<file path="src/rtl/sdram_ctrl_pkg.sv">
package sdram_ctrl_pkg;

    localparam int unsigned BANK_W = 2;
    localparam int unsigned ROW_W  = 12;
    localparam int unsigned COL_W  = 8;
    localparam int unsigned DATA_W = 16;
    localparam int unsigned MASK_W = DATA_W / 8;
    localparam int unsigned ADDR_W = BANK_W + ROW_W + COL_W;
    localparam int unsigned AP_BIT = 10;
    localparam int unsigned REFRESHES_PER_WINDOW = 4096;

    // {cs_n, ras_n, cas_n, we_n}
    typedef logic [3:0] sd_cmd_t;
    localparam sd_cmd_t CMD_NOP     = 4'b0111;
    localparam sd_cmd_t CMD_ACTIVE  = 4'b0011;
    localparam sd_cmd_t CMD_READ    = 4'b0101;
    localparam sd_cmd_t CMD_WRITE   = 4'b0100;
    localparam sd_cmd_t CMD_PRECHG  = 4'b0010;
    localparam sd_cmd_t CMD_REFRESH = 4'b0001;
    localparam sd_cmd_t CMD_LOADMR  = 4'b0000;

    typedef enum logic [3:0] {
        ST_POWERUP,
        ST_PRE_ALL,
        ST_REF_A,
        ST_REF_B,
        ST_LOAD_MODE,
        ST_IDLE,
        ST_ACTIVATE,
        ST_ACCESS,
        ST_REFRESH,
        ST_HOLD
    } seq_state_t;

    typedef struct packed {
        logic              write;
        logic [BANK_W-1:0] bank;
        logic [ROW_W-1:0]  row;
        logic [COL_W-1:0]  col;
        logic [DATA_W-1:0] data;
        logic [MASK_W-1:0] mask;
    } user_req_t;

    function automatic user_req_t make_req(
        input logic              wr,
        input logic [ADDR_W-1:0] addr,
        input logic [DATA_W-1:0] data,
        input logic [MASK_W-1:0] mask
    );
        user_req_t r;
        r.write = wr;
        r.bank  = addr[ADDR_W-1 -: BANK_W];
        r.row   = addr[COL_W +: ROW_W];
        r.col   = addr[COL_W-1:0];
        r.data  = data;
        r.mask  = mask;
        return r;
    endfunction

    // burst length 1 (bits 2:0 = 0), sequential (bit 3 = 0), latency in 6:4
    function automatic logic [ROW_W-1:0] mode_word(input int unsigned cas_lat);
        logic [ROW_W-1:0] m;
        m      = '0;
        m[6:4] = 3'(cas_lat);
        return m;
    endfunction

endpackage

</file>
<file path="src/rtl/sdram_refresh_timer.sv">
module sdram_refresh_timer #(
    parameter int unsigned PERIOD = 781
) (
    input  logic clk,
    input  logic rst,
    input  logic ack,
    output logic due
);
    localparam int unsigned CW = (PERIOD > 2) ? $clog2(PERIOD) : 1;

    logic [CW-1:0] remaining;

    always_ff @(posedge clk) begin
        if (rst) begin
            remaining <= CW'(PERIOD - 1);
            due       <= 1'b0;
        end else begin
            if (ack) begin
                due <= 1'b0;
            end
            if (remaining == '0) begin
                remaining <= CW'(PERIOD - 1);
                due       <= 1'b1;
            end else begin
                remaining <= remaining - 1'b1;
            end
        end
    end
endmodule

</file>
<file path="src/rtl/sdram_read_capture.sv">
module sdram_read_capture
    import sdram_ctrl_pkg::*;
#(
    parameter int unsigned CAS_LAT = 3
) (
    input  logic              clk,
    input  logic              rst,
    input  logic              read_issued,
    input  logic [DATA_W-1:0] dq_in,
    output logic              rd_valid,
    output logic [DATA_W-1:0] rd_data
);
    logic [CAS_LAT-1:0] in_flight;

    always_ff @(posedge clk) begin
        if (rst) begin
            in_flight <= '0;
            rd_valid  <= 1'b0;
            rd_data   <= '0;
        end else begin
            in_flight <= {in_flight[CAS_LAT-2:0], read_issued};
            rd_valid  <= in_flight[CAS_LAT-1];
            if (in_flight[CAS_LAT-1]) begin
                rd_data <= dq_in;
            end
        end
    end
endmodule

</file>
<file path="src/rtl/sdram_sequencer.sv">
module sdram_sequencer
    import sdram_ctrl_pkg::*;
#(
    parameter int unsigned INIT_CYCLES = 10000,
    parameter int unsigned TRCD        = 2,
    parameter int unsigned TRP         = 2,
    parameter int unsigned TRC         = 4,
    parameter int unsigned TWR         = 2,
    parameter int unsigned CAS_LAT     = 2
) (
    input  logic              clk,
    input  logic              rst,
    input  logic              req_valid,
    input  logic              req_write,
    input  logic [ADDR_W-1:0] req_addr,
    input  logic [DATA_W-1:0] req_wdata,
    input  logic [MASK_W-1:0] req_mask,
    input  logic              ref_due,
    output logic              req_ready,
    output logic              ref_ack,
    output sd_cmd_t           cmd,
    output logic [BANK_W-1:0] ba,
    output logic [ROW_W-1:0]  a,
    output logic [MASK_W-1:0] dqm,
    output logic [DATA_W-1:0] dq_out,
    output logic              dq_oe,
    output logic              read_issued
);
    localparam int unsigned TMRD     = 2;
    localparam int unsigned RD_SPACE = CAS_LAT + TRP;
    localparam int unsigned WR_SPACE = TWR + TRP;
    localparam int unsigned MAX_WAIT = INIT_CYCLES + RD_SPACE + WR_SPACE + TRC + TRCD;
    localparam int unsigned CNT_W    = $clog2(MAX_WAIT + 1);

    seq_state_t       state, after;
    logic [CNT_W-1:0] cnt;
    user_req_t        cur;

    // a spacing of n cycles between two commands: issue cycle + n-1 waits
    function automatic logic [CNT_W-1:0] gap(input int unsigned n);
        return CNT_W'(n - 2);
    endfunction

    always_ff @(posedge clk) begin
        if (rst) begin
            state <= ST_POWERUP;
            after <= ST_IDLE;
            cnt   <= CNT_W'(INIT_CYCLES - 1);
            cur   <= '0;
        end else begin
            case (state)
                ST_POWERUP: begin
                    if (cnt == '0) state <= ST_PRE_ALL;
                    else           cnt   <= cnt - 1'b1;
                end
                ST_PRE_ALL: begin
                    state <= ST_HOLD; cnt <= gap(TRP);  after <= ST_REF_A;
                end
                ST_REF_A: begin
                    state <= ST_HOLD; cnt <= gap(TRC);  after <= ST_REF_B;
                end
                ST_REF_B: begin
                    state <= ST_HOLD; cnt <= gap(TRC);  after <= ST_LOAD_MODE;
                end
                ST_LOAD_MODE: begin
                    state <= ST_HOLD; cnt <= gap(TMRD); after <= ST_IDLE;
                end
                ST_IDLE: begin
                    if (ref_due) begin
                        state <= ST_REFRESH;
                    end else if (req_valid) begin
                        cur   <= make_req(req_write, req_addr, req_wdata, req_mask);
                        state <= ST_ACTIVATE;
                    end
                end
                ST_ACTIVATE: begin
                    state <= ST_HOLD; cnt <= gap(TRCD); after <= ST_ACCESS;
                end
                ST_ACCESS: begin
                    state <= ST_HOLD;
                    cnt   <= cur.write ? gap(WR_SPACE) : gap(RD_SPACE);
                    after <= ST_IDLE;
                end
                ST_REFRESH: begin
                    state <= ST_HOLD; cnt <= gap(TRC);  after <= ST_IDLE;
                end
                ST_HOLD: begin
                    if (cnt == '0) state <= after;
                    else           cnt   <= cnt - 1'b1;
                end
                default: state <= ST_IDLE;
            endcase
        end
    end

    always_comb begin
        cmd         = CMD_NOP;
        ba          = '0;
        a           = '0;
        dqm         = '1;
        dq_out      = cur.data;
        dq_oe       = 1'b0;
        read_issued = 1'b0;
        ref_ack     = 1'b0;
        case (state)
            ST_PRE_ALL: begin
                cmd       = CMD_PRECHG;
                a[AP_BIT] = 1'b1;
            end
            ST_REF_A, ST_REF_B: cmd = CMD_REFRESH;
            ST_REFRESH: begin
                cmd     = CMD_REFRESH;
                ref_ack = 1'b1;
            end
            ST_LOAD_MODE: begin
                cmd = CMD_LOADMR;
                a   = mode_word(CAS_LAT);
            end
            ST_ACTIVATE: begin
                cmd = CMD_ACTIVE;
                ba  = cur.bank;
                a   = cur.row;
            end
            ST_ACCESS: begin
                cmd              = cur.write ? CMD_WRITE : CMD_READ;
                ba               = cur.bank;
                a[COL_W-1:0]     = cur.col;
                a[AP_BIT]        = 1'b1;
                dqm              = cur.write ? cur.mask : '0;
                dq_oe            = cur.write;
                read_issued      = !cur.write;
            end
            default: ;
        endcase
    end

    assign req_ready = (state == ST_IDLE) && !ref_due;

endmodule

</file>
<file path="src/rtl/sdram_ctrl.sv">
module sdram_ctrl
    import sdram_ctrl_pkg::*;
#(
    parameter int unsigned CLK_KHZ     = 50000,
    parameter bit          HIGH_TEMP   = 1'b0,
    parameter int unsigned INIT_CYCLES = 10000,
    parameter int unsigned TRCD        = 2,
    parameter int unsigned TRP         = 2,
    parameter int unsigned TRC         = 4,
    parameter int unsigned TWR         = 2,
    parameter int unsigned CAS_LAT     = 2
) (
    input  logic                  clk,
    input  logic                  rst,
    input  logic                  req_valid,
    output logic                  req_ready,
    input  logic                  req_write,
    input  logic [ADDR_W-1:0]     req_addr,
    input  logic [DATA_W-1:0]     req_wdata,
    input  logic [MASK_W-1:0]     req_mask,
    output logic                  rd_valid,
    output logic [DATA_W-1:0]     rd_data,
    output logic                  sd_cs_n,
    output logic                  sd_ras_n,
    output logic                  sd_cas_n,
    output logic                  sd_we_n,
    output logic [BANK_W-1:0]     sd_ba,
    output logic [ROW_W-1:0]      sd_addr,
    output logic [MASK_W-1:0]     sd_dqm,
    output logic [DATA_W-1:0]     sd_dq_out,
    output logic                  sd_dq_oe,
    input  logic [DATA_W-1:0]     sd_dq_in
);
    localparam int unsigned WINDOW_MS  = HIGH_TEMP ? 16 : 64;
    localparam int unsigned REF_PERIOD = CLK_KHZ * WINDOW_MS / REFRESHES_PER_WINDOW;

    logic    ref_due, ref_ack, read_issued;
    sd_cmd_t cmd;

    sdram_refresh_timer #(.PERIOD(REF_PERIOD)) u_refresh (
        .clk (clk),
        .rst (rst),
        .ack (ref_ack),
        .due (ref_due)
    );

    sdram_sequencer #(
        .INIT_CYCLES (INIT_CYCLES),
        .TRCD        (TRCD),
        .TRP         (TRP),
        .TRC         (TRC),
        .TWR         (TWR),
        .CAS_LAT     (CAS_LAT)
    ) u_seq (
        .clk         (clk),
        .rst         (rst),
        .req_valid   (req_valid),
        .req_write   (req_write),
        .req_addr    (req_addr),
        .req_wdata   (req_wdata),
        .req_mask    (req_mask),
        .ref_due     (ref_due),
        .req_ready   (req_ready),
        .ref_ack     (ref_ack),
        .cmd         (cmd),
        .ba          (sd_ba),
        .a           (sd_addr),
        .dqm         (sd_dqm),
        .dq_out      (sd_dq_out),
        .dq_oe       (sd_dq_oe),
        .read_issued (read_issued)
    );

    sdram_read_capture #(.CAS_LAT(CAS_LAT)) u_capture (
        .clk         (clk),
        .rst         (rst),
        .read_issued (read_issued),
        .dq_in       (sd_dq_in),
        .rd_valid    (rd_valid),
        .rd_data     (rd_data)
    );

    assign {sd_cs_n, sd_ras_n, sd_cas_n, sd_we_n} = cmd;

endmodule

</file>
<file path="config.mk">
export PLATFORM = sky130hd
export DESIGN_NAME = sdram_ctrl
export DESIGN_NICKNAME = d
export VERILOG_FILES = /design/src/rtl/sdram_ctrl_pkg.sv /design/src/rtl/sdram_refresh_timer.sv /design/src/rtl/sdram_read_capture.sv /design/src/rtl/sdram_sequencer.sv /design/src/rtl/sdram_ctrl.sv
export SDC_FILE = /design/constraint.sdc
export NUM_CORES = 1
export LEC_CHECK = 0
export ABC_AREA = 0
export BUFFER_PORTS_ARGS = -buffer_cell sky130_fd_sc_hd__buf_2
export CAP_MARGIN = 20
export CORE_MARGIN = 2
export CORE_UTILIZATION = 51
export CTS_BUF_LIST = sky130_fd_sc_hd__clkbuf_4 sky130_fd_sc_hd__clkbuf_8 sky130_fd_sc_hd__clkbuf_16
export DETAILED_ROUTE_END_ITERATION = 10
export PLACE_DENSITY = 0.78
export SLEW_MARGIN = 20
export SYNTH_ARGS = -nofsm -noshare
export SYNTH_HDL_FRONTEND = slang
export SYNTH_SLANG_ARGS = --single-unit
</file>
<file path="constraint.sdc">
create_clock -name clk -period 3.09 [get_ports clk]
set_input_delay 0.618 -clock clk [delete_from_list [all_inputs] [get_ports clk]]
set_output_delay 0.618 -clock clk [all_outputs]
set_load 0.01 [all_outputs]
</file>
==> reports/results.txt, run 1 <==
CP Max Fanout -> 19
Endpoints failing hold -> 0
Yosys warnings -> 0
Buf+Inv Stages, Crit Path -> 2
Routed Antenna Nets -> 0
CTS tree -> yes
CP delay by family, top -> flip-flops
Drt total wl -> 9870 µm
Pin count of the biggest net entering global routing -> 67
Worst Setup Start Kind -> flip-flop
Min-Delay Path Class -> reg -> reg
Root Driver -> clkbuf_8
Power per Cell Area -> 599 mW/mm²
Synthesized area -> 0.00426 mm²
Clock Skew -> 0.0123 ns
MaxCap Viol Count -> 0
Most common cell after layout, fill and taps aside -> buf_2
Residual DRC -> 0
Fin area -> 0.00495 mm²
First-pass GRT wire length -> 15,700 µm
GPL Wtd Cong -> 0.894
Global-route usage over all layers -> 0.217
Measured slew at the worst slew-check pin -> 0.962 ns
Vias in the first global route -> 3,519
Ys async rst share -> 0
Site row count -> 33
Top_reg_cell synth -> dfxtp_1
RSZ-0062 raised after global routing -> false
Most frequent cells in the layout -> buf_2, nand2_1, dfxtp_1
Clock latency at the later pin of the worst-skew pair -> 0.36 ns
FF+latch count, synth -> 92
EDFF count, synth -> 0
Avg Cell Area, Syn -> 8.19 µm²
Master of the slowest instance on the critical path -> dfxtp_1
CTS buffer count -> 9
Die width -> 95.4 µm
Period utilisation layout -> 0.899
Final Critical Period -> 2.78 ns
H-tree levels -> 3
Fmax -> 0.360 GHz
Reg clk slew, reported paths -> 0.10 ns
Setup slack, reg-to-reg -> 0.64 ns
Clock tree buffer depth -> 2
Synth cell types -> 54
Starting density of the core -> 0.521
Register area share after synthesis -> 0.432
Die area -> 0.00910 mm²
Final net count -> 663
Post-DP Area -> 0.00474 mm²
Syn Nets -> 583
Routed WL per cell -> 13.9 µm
Drt pass-1 iters -> 4
Clock sinks -> 92
Most used cell, CP -> nand2_1
Final global-route overflow total -> 0
ANT cells -> 0
Mapped Cells -> 520
Post-CTS Resized -> 0
Core area -> 0.00818 mm²
TNS Setup -> 0 ns
Post-DP HPWL -> 6910 µm
Die Height -> 95.4 µm
CP max stage delay -> 0.80 ns
Leak -> 1.95 nW
Final setup viols -> 0
Max-Slew Margin vs Limit -> 0.358
Power consumption -> 2.96 mW
CTS Hold Bufs -> 0
VDD IR-drop max -> 337 µV
CP Data Required Time -> 2.47 ns
CP Cell Sequence -> nor2_1, a2bb2oi_1, buf_4, nand2_1, nand2_1, buf_2
WP data arrival -> 2.16 ns
Critical Path Sink Type -> primary output
Antenna violations before repair -> 0
Fill cells -> 753
PortBufs -> 113
Share of cells above drive strength 1 -> 0.243
Synth-to-layout area growth -> 16.2%
Slew Viols, Final -> 0
Vias per cell -> 5.42
Post-CTS Setup Bufs -> 0
WS Path Type -> reg -> out
I/O pin count -> 115
Status -> finished clean
Vias -> 3,845
Core Util, Final -> 0.605
DRT iter0 DRCs -> 240
cells in the mapped netlist, drive strengths merged, types with 5 or more instances:
cell type,instances,area share
nor2,47,0.041
nor2b,7,0.010
nand3,12,0.014
inv,8,0.0071
nand2b,6,0.0088
o21ai,12,0.014
or4,7,0.013
nand4b,5,0.010
nor3,10,0.016
a21oi,55,0.065
nor3b,6,0.011
mux2i,27,0.063
nor4,5,0.0088
o211ai,7,0.012
nand2,107,0.094
dfxtp,92,0.43
clkbuf,11,0.0097
buf,39,0.057
layout make-up:
cell class                      instances  area [µm²]  share of cell area
Multi-Input combinational cell        370        2110               0.427
Sequential cell                        92        1840               0.372
Timing Repair Buffer                  119         623               0.126
Tap cell                              105         131              0.0266
Clock buffer                            9         124              0.0250
Clock inverter                          7        86.3              0.0175
Inverter                                8        30.0             0.00607
path summary, 6_finish.rpt:
kind	start	to	cells after the start
setup / recovery	u_seq.state[0]$_SDFFE_PP0P_	sd_ras_n	6
hold / removal	u_capture.in_flight[0]$_SDFF_PP0_	u_capture.in_flight[1]$_SDFF_PP0_	1
setup reg to reg	u_seq.state[2]$_SDFFE_PP0P_	u_seq.cur[22]$_SDFFE_PP0P_	5
hold reg to reg	u_capture.in_flight[0]$_SDFF_PP0_	u_capture.in_flight[1]$_SDFF_PP0_	1
power breakdown:
part           switching [mW]  internal (mW)  leakage, nW
clock                   0.466          0.394        0.105
combinational           0.409          0.297         1.10
sequential              0.131           1.27        0.745
routing by layer:
layer / vias to the layer above / wire length, µm / part of all wire / track usage
met2: 105 / 5050 / 0.51 / 0.386
met5: - / 0 / 0 / 0
li1: 1923 / - / - / -
met4: 0 / 128 / 0.013 / 0.0821
met1: 1807 / 4180 / 0.42 / 0.259
met3: 10 / 501 / 0.051 / 0.0435
per-stage QoR:
stage,worst slack (ns),hold slack [ns],instances
2_1_floorplan,1.03,0.414,520
3_3_place_gp,0.787,0.427,694
3_5_place_dp,0.699,0.444,694
4_1_cts,0.334,0.448,710
5_1_grt,0.168,0.469,710
6_report,0.312,0.444,710
sequential cells by signal, indices dropped and copies added (netlist names), 2 cells and up:
register,cells
u_capture.in_flight,2
u_seq.cnt,14
u_seq.state,4
u_seq.after,3
u_seq.dq_out,16
u_seq.cur,25
u_refresh.remaining,10
u_capture.rd_data,16
cell families after synthesis:
logic type,Yosys count,share of synthesized area
and+or+nand+nor,233,0.267
DFF,92,0.432
muxes,27,0.0635
AOI/OAI and AO/OA,98,0.137
other,1,0.000880
buffers and inverters,58,0.0740
xor gates and xnor gates,8,0.0164
adders and majority gates,3,0.00881
Power figures use the tool's default switching activity.
==> run 2, diff against run 1 <==
--- a/config.mk
+++ b/config.mk
@@ -5,7 +5,7 @@
 export SDC_FILE = /design/constraint.sdc
 export NUM_CORES = 1
 export LEC_CHECK = 0
-export ABC_AREA = 0
+export ABC_AREA = 1
 export BUFFER_PORTS_ARGS = -buffer_cell sky130_fd_sc_hd__buf_2
 export CAP_MARGIN = 20
 export CORE_MARGIN = 2
==> constraint.sdc (replaced) <==
create_clock -name clk -period 3.09 [get_ports clk]
set_input_delay 0.618 -clock clk [delete_from_list [all_inputs] [get_ports clk]]
set_output_delay 0.618 -clock clk [all_outputs]
set_load 0.1 [all_outputs]
==> reports/results.txt, run 2 <==
CP Data Required Time -> 2.47 ns (about the same)
DRT iter0 DRCs -> 240 (unchanged)
Synth cell types -> 34 (-37%)
Top_reg_cell synth -> dfxtp_1
Synth-to-layout area growth -> 15.5%
Pin count of the biggest net entering global routing -> 50 (-25%)
Ys async rst share -> 0 (unchanged)
Drt pass-1 iters -> 5 (+1)
Fmax -> 0.365 GHz (+1.4%)
Placed Instances -> 748 (+7.8%)
Most used cell, CP -> inv_2
TNS Setup -> 0 ns (unchanged)
WS Path Type -> reg -> out
VDD IR-drop max -> 269 µV (-20%)
Min-Delay Path Class -> reg -> reg
Period utilisation layout -> 0.886 (-0.0127)
Clock Skew -> 0.0146 ns (+0.00229 ns)
Final global-route overflow total -> 0 (unchanged)
Mapped Cells -> 570 (+9.6%)
Antenna violations before repair -> 0 (unchanged)
Max Used Layer -> met4
Post-CTS Resized -> 0 (unchanged)
Share of cells above drive strength 1 -> 0.231 (-0.0119)
Met1 wire length -> 4270 µm (+2.0%)
Measured slew at the worst slew-check pin -> 0.709 ns (-0.253 ns)
Leading area contributor after synthesis -> dfxtp_1
Worst R2R End -> u_seq.cur[30]$_SDFFE_PP0P_
Avg Cell Area, Syn -> 7.22 µm² (-12%)
Leak -> 2.16 nW (+11%)
RSZ-0062 raised after global routing -> false
Routed Antenna Nets -> 0 (unchanged)
Final setup viols -> 0 (unchanged)
Site row count -> 32 (-3.0%)
First-pass GRT wire length -> 15,900 µm (+1.0%)
Power per Cell Area -> 536 mW/mm² (-11%)
Met3 Wirelength -> 602 µm (+20%)
CP Cell Sequence -> inv_2, nand2_1, inv_2, nand2_2, nand2_2, nor2_4, inv_2, nand3_1, buf_2
CP delay by family, top -> simple AND/OR/NAND/NOR gates
Register area share after synthesis -> 0.447 (+0.0150)
Vias -> 3,874 (+0.75%)
Slew Viols, Final -> 0 (unchanged)
Drt total wl -> 9660 µm (-2.1%)
CTS buffer count -> 9 (unchanged)
Residual DRC -> 0 (unchanged)
Final Critical Period -> 2.74 ns (-0.0392 ns)
Root Driver -> clkbuf_8
Final net count -> 720 (+8.6%)
CTS Hold Bufs -> 0 (unchanged)
Core area -> 0.00777 mm² (-5.0%)
EDFF count, synth -> 0 (unchanged)
Largest Register -> u_seq.cur
Die width -> 93.8 µm (-1.6%)
PortBufs -> 113 (unchanged)
FF+latch count, synth -> 92 (unchanged)
Reg clk slew, reported paths -> 0.09 ns (about the same)
GPL Wtd Cong -> 0.907 (+1.4%)
Worst Setup Start Kind -> flip-flop
Master of the slowest instance on the critical path -> dfxtp_1
Max FFs per register -> 25 (unchanged)
Hold Path Depth -> 2 (+1)
WP data arrival -> 2.12 ns (-0.04 ns)
Vias in the first global route -> 3,688 (+4.8%)
Die area -> 0.00881 mm² (-3.2%)
Synthesized area -> 0.00412 mm² (-3.3%)
Vias per cell -> 5.07 (-6.4%)
Top cells by count, synth -> dfxtp_1, nand2_1, nor2_1
CP max stage delay -> 0.46 ns (-0.34 ns)
Post-CTS Setup Bufs -> 0 (unchanged)
MaxCap Viol Count -> 0 (unchanged)
I/O pin count -> 115 (unchanged)
Setup slack, reg-to-reg -> 0.96 ns (+0.32 ns)
Buf+Inv Stages, Crit Path -> 4 (+2)
Clock tree buffer depth -> 2 (unchanged)
Max-Slew Margin vs Limit -> 0.527 (+0.169)
H-tree levels -> 3 (unchanged)
Finished Layout Cells -> 764 (+7.6%)
Cells on worst reg2reg path -> 8 (+3)
Endpoints failing hold -> 0 (unchanged)
Critical Path Sink Type -> primary output
Yosys warnings -> 0 (unchanged)
Status -> finished clean
Top-count cell post-synth -> dfxtp_1
Global-route usage over all layers -> 0.223 (+0.00552)
Syn Nets -> 633 (+8.6%)
CTS tree -> yes
Hold EP -> u_capture.in_flight[1]$_SDFF_PP0_
Most common cell after layout, fill and taps aside -> buf_2
Clock sinks -> 92 (unchanged)
Top post-synthesis cells by area -> dfxtp_1, nand2_1, nor2_1
Clock latency at the later pin of the worst-skew pair -> 0.36 ns (about the same)
Die Height -> 93.8 µm (-1.6%)
Post-DP HPWL -> 7020 µm (+1.5%)
Most frequent cells in the layout -> buf_2, dfxtp_1, nand2_1
DR WL met2 -> 4650 µm (-7.9%)
CP Max Fanout -> 13 (-6)
Routed WL per cell -> 12.6 µm (-9.1%)
ANT cells -> 0 (unchanged)
RR Startpoint -> u_seq.state[2]$_SDFFE_PP0P_
Hold path start -> u_capture.in_flight[0]$_SDFF_PP0_
Starting density of the core -> 0.530 (+0.00899)
Post-synth top area share -> 0.447 (+0.0150)
-- run 2: cell count changes after synthesis, moves of 7 or more --
cell,previous run,this run
inv_1,8,62
o21ai_0,12,50
nand3_1,12,48
nor2_1,47,81
mux2i_1,27,0
nand2_1,107,91
buf_2,12,1
nor2b_1,7,0
-- run 2: how the worst max path moves through the flow --
stage	depth (start not counted)	slack (ns)	from	endpoint
finish	9	0.35	u_seq.state[1]$_SDFFE_PP0P_	sd_we_n
global route	9	0.21	u_seq.state[1]$_SDFFE_PP0P_	sd_cas_n
CTS	9	0.37	u_seq.state[1]$_SDFFE_PP0P_	sd_we_n
detailed placement	9	0.78	u_seq.state[1]$_SDFFE_PP0P_	sd_we_n
global placement	9	0.82	u_seq.state[1]$_SDFFE_PP0P_	sd_cas_n
floorplan	7	-0.03	u_seq.state[1]$_SDFFE_PP0P_	sd_addr[1]
-- run 2: layer usage --
layer | vias to the layer above | GRT usage
met5 | - | 0
met4 | 0 | 0.0833
met3 | 11 | 0.0441
met2 | 115 | 0.386
met1 | 1761 | 0.273
li1 | 1987 | -
-- run 2: worst reg2reg max path, delay by kind of cell (launching register included) --
family / cells / cell delay [ns]
and+or+nand+nor: 4 / 0.82
buffers and inverters: 2 / 0.46
DFF: 1 / 0.43
AOI/OAI and AO/OA: 2 / 0.31
-- run 2: power by group --
part / switching, mW / total (mW) / internal (mW)
clock network: 0.433 / 0.752 / 0.318
logic: 0.368 / 0.515 / 0.147
registers: 0.0378 / 1.28 / 1.24
-- run 2: area by class of cell --
class	count	area, µm²
Timing Repair Buffer	118	603
Clock inverter	6	45.0
Tap cell	102	128
Fill cell	714	3010
Inverter	67	251
Multi-Input combinational cell	369	1750
Sequential cell	92	1840
Clock buffer	10	138
-- run 2: through the flow --
stage,setup slack [ns],hold WS [ns],power (mW),area [µm²],util
after floorplan,-0.0288,0.388,1.71,4120,-
after global placement,0.825,0.399,1.80,4570,0.588
after detailed placement,0.780,0.416,1.82,4570,0.588
after CTS,0.368,0.435,2.56,4750,0.612
after global routing,0.207,0.458,2.67,4750,0.612
final,0.352,0.428,2.55,4750,0.612
-- run 2: cell families (layout without fill, tap and decap cells) --
family,after synthesis,count (layout),synth area share
adders and majority gates,3,3,0.00912
buffers and inverters,109,201,0.129
other,1,1,0.000911
AOI/OAI and AO/OA,120,120,0.153
DFF,92,92,0.447
xor gates and xnor gates,4,4,0.00851
and+or+nand+nor,241,241,0.253
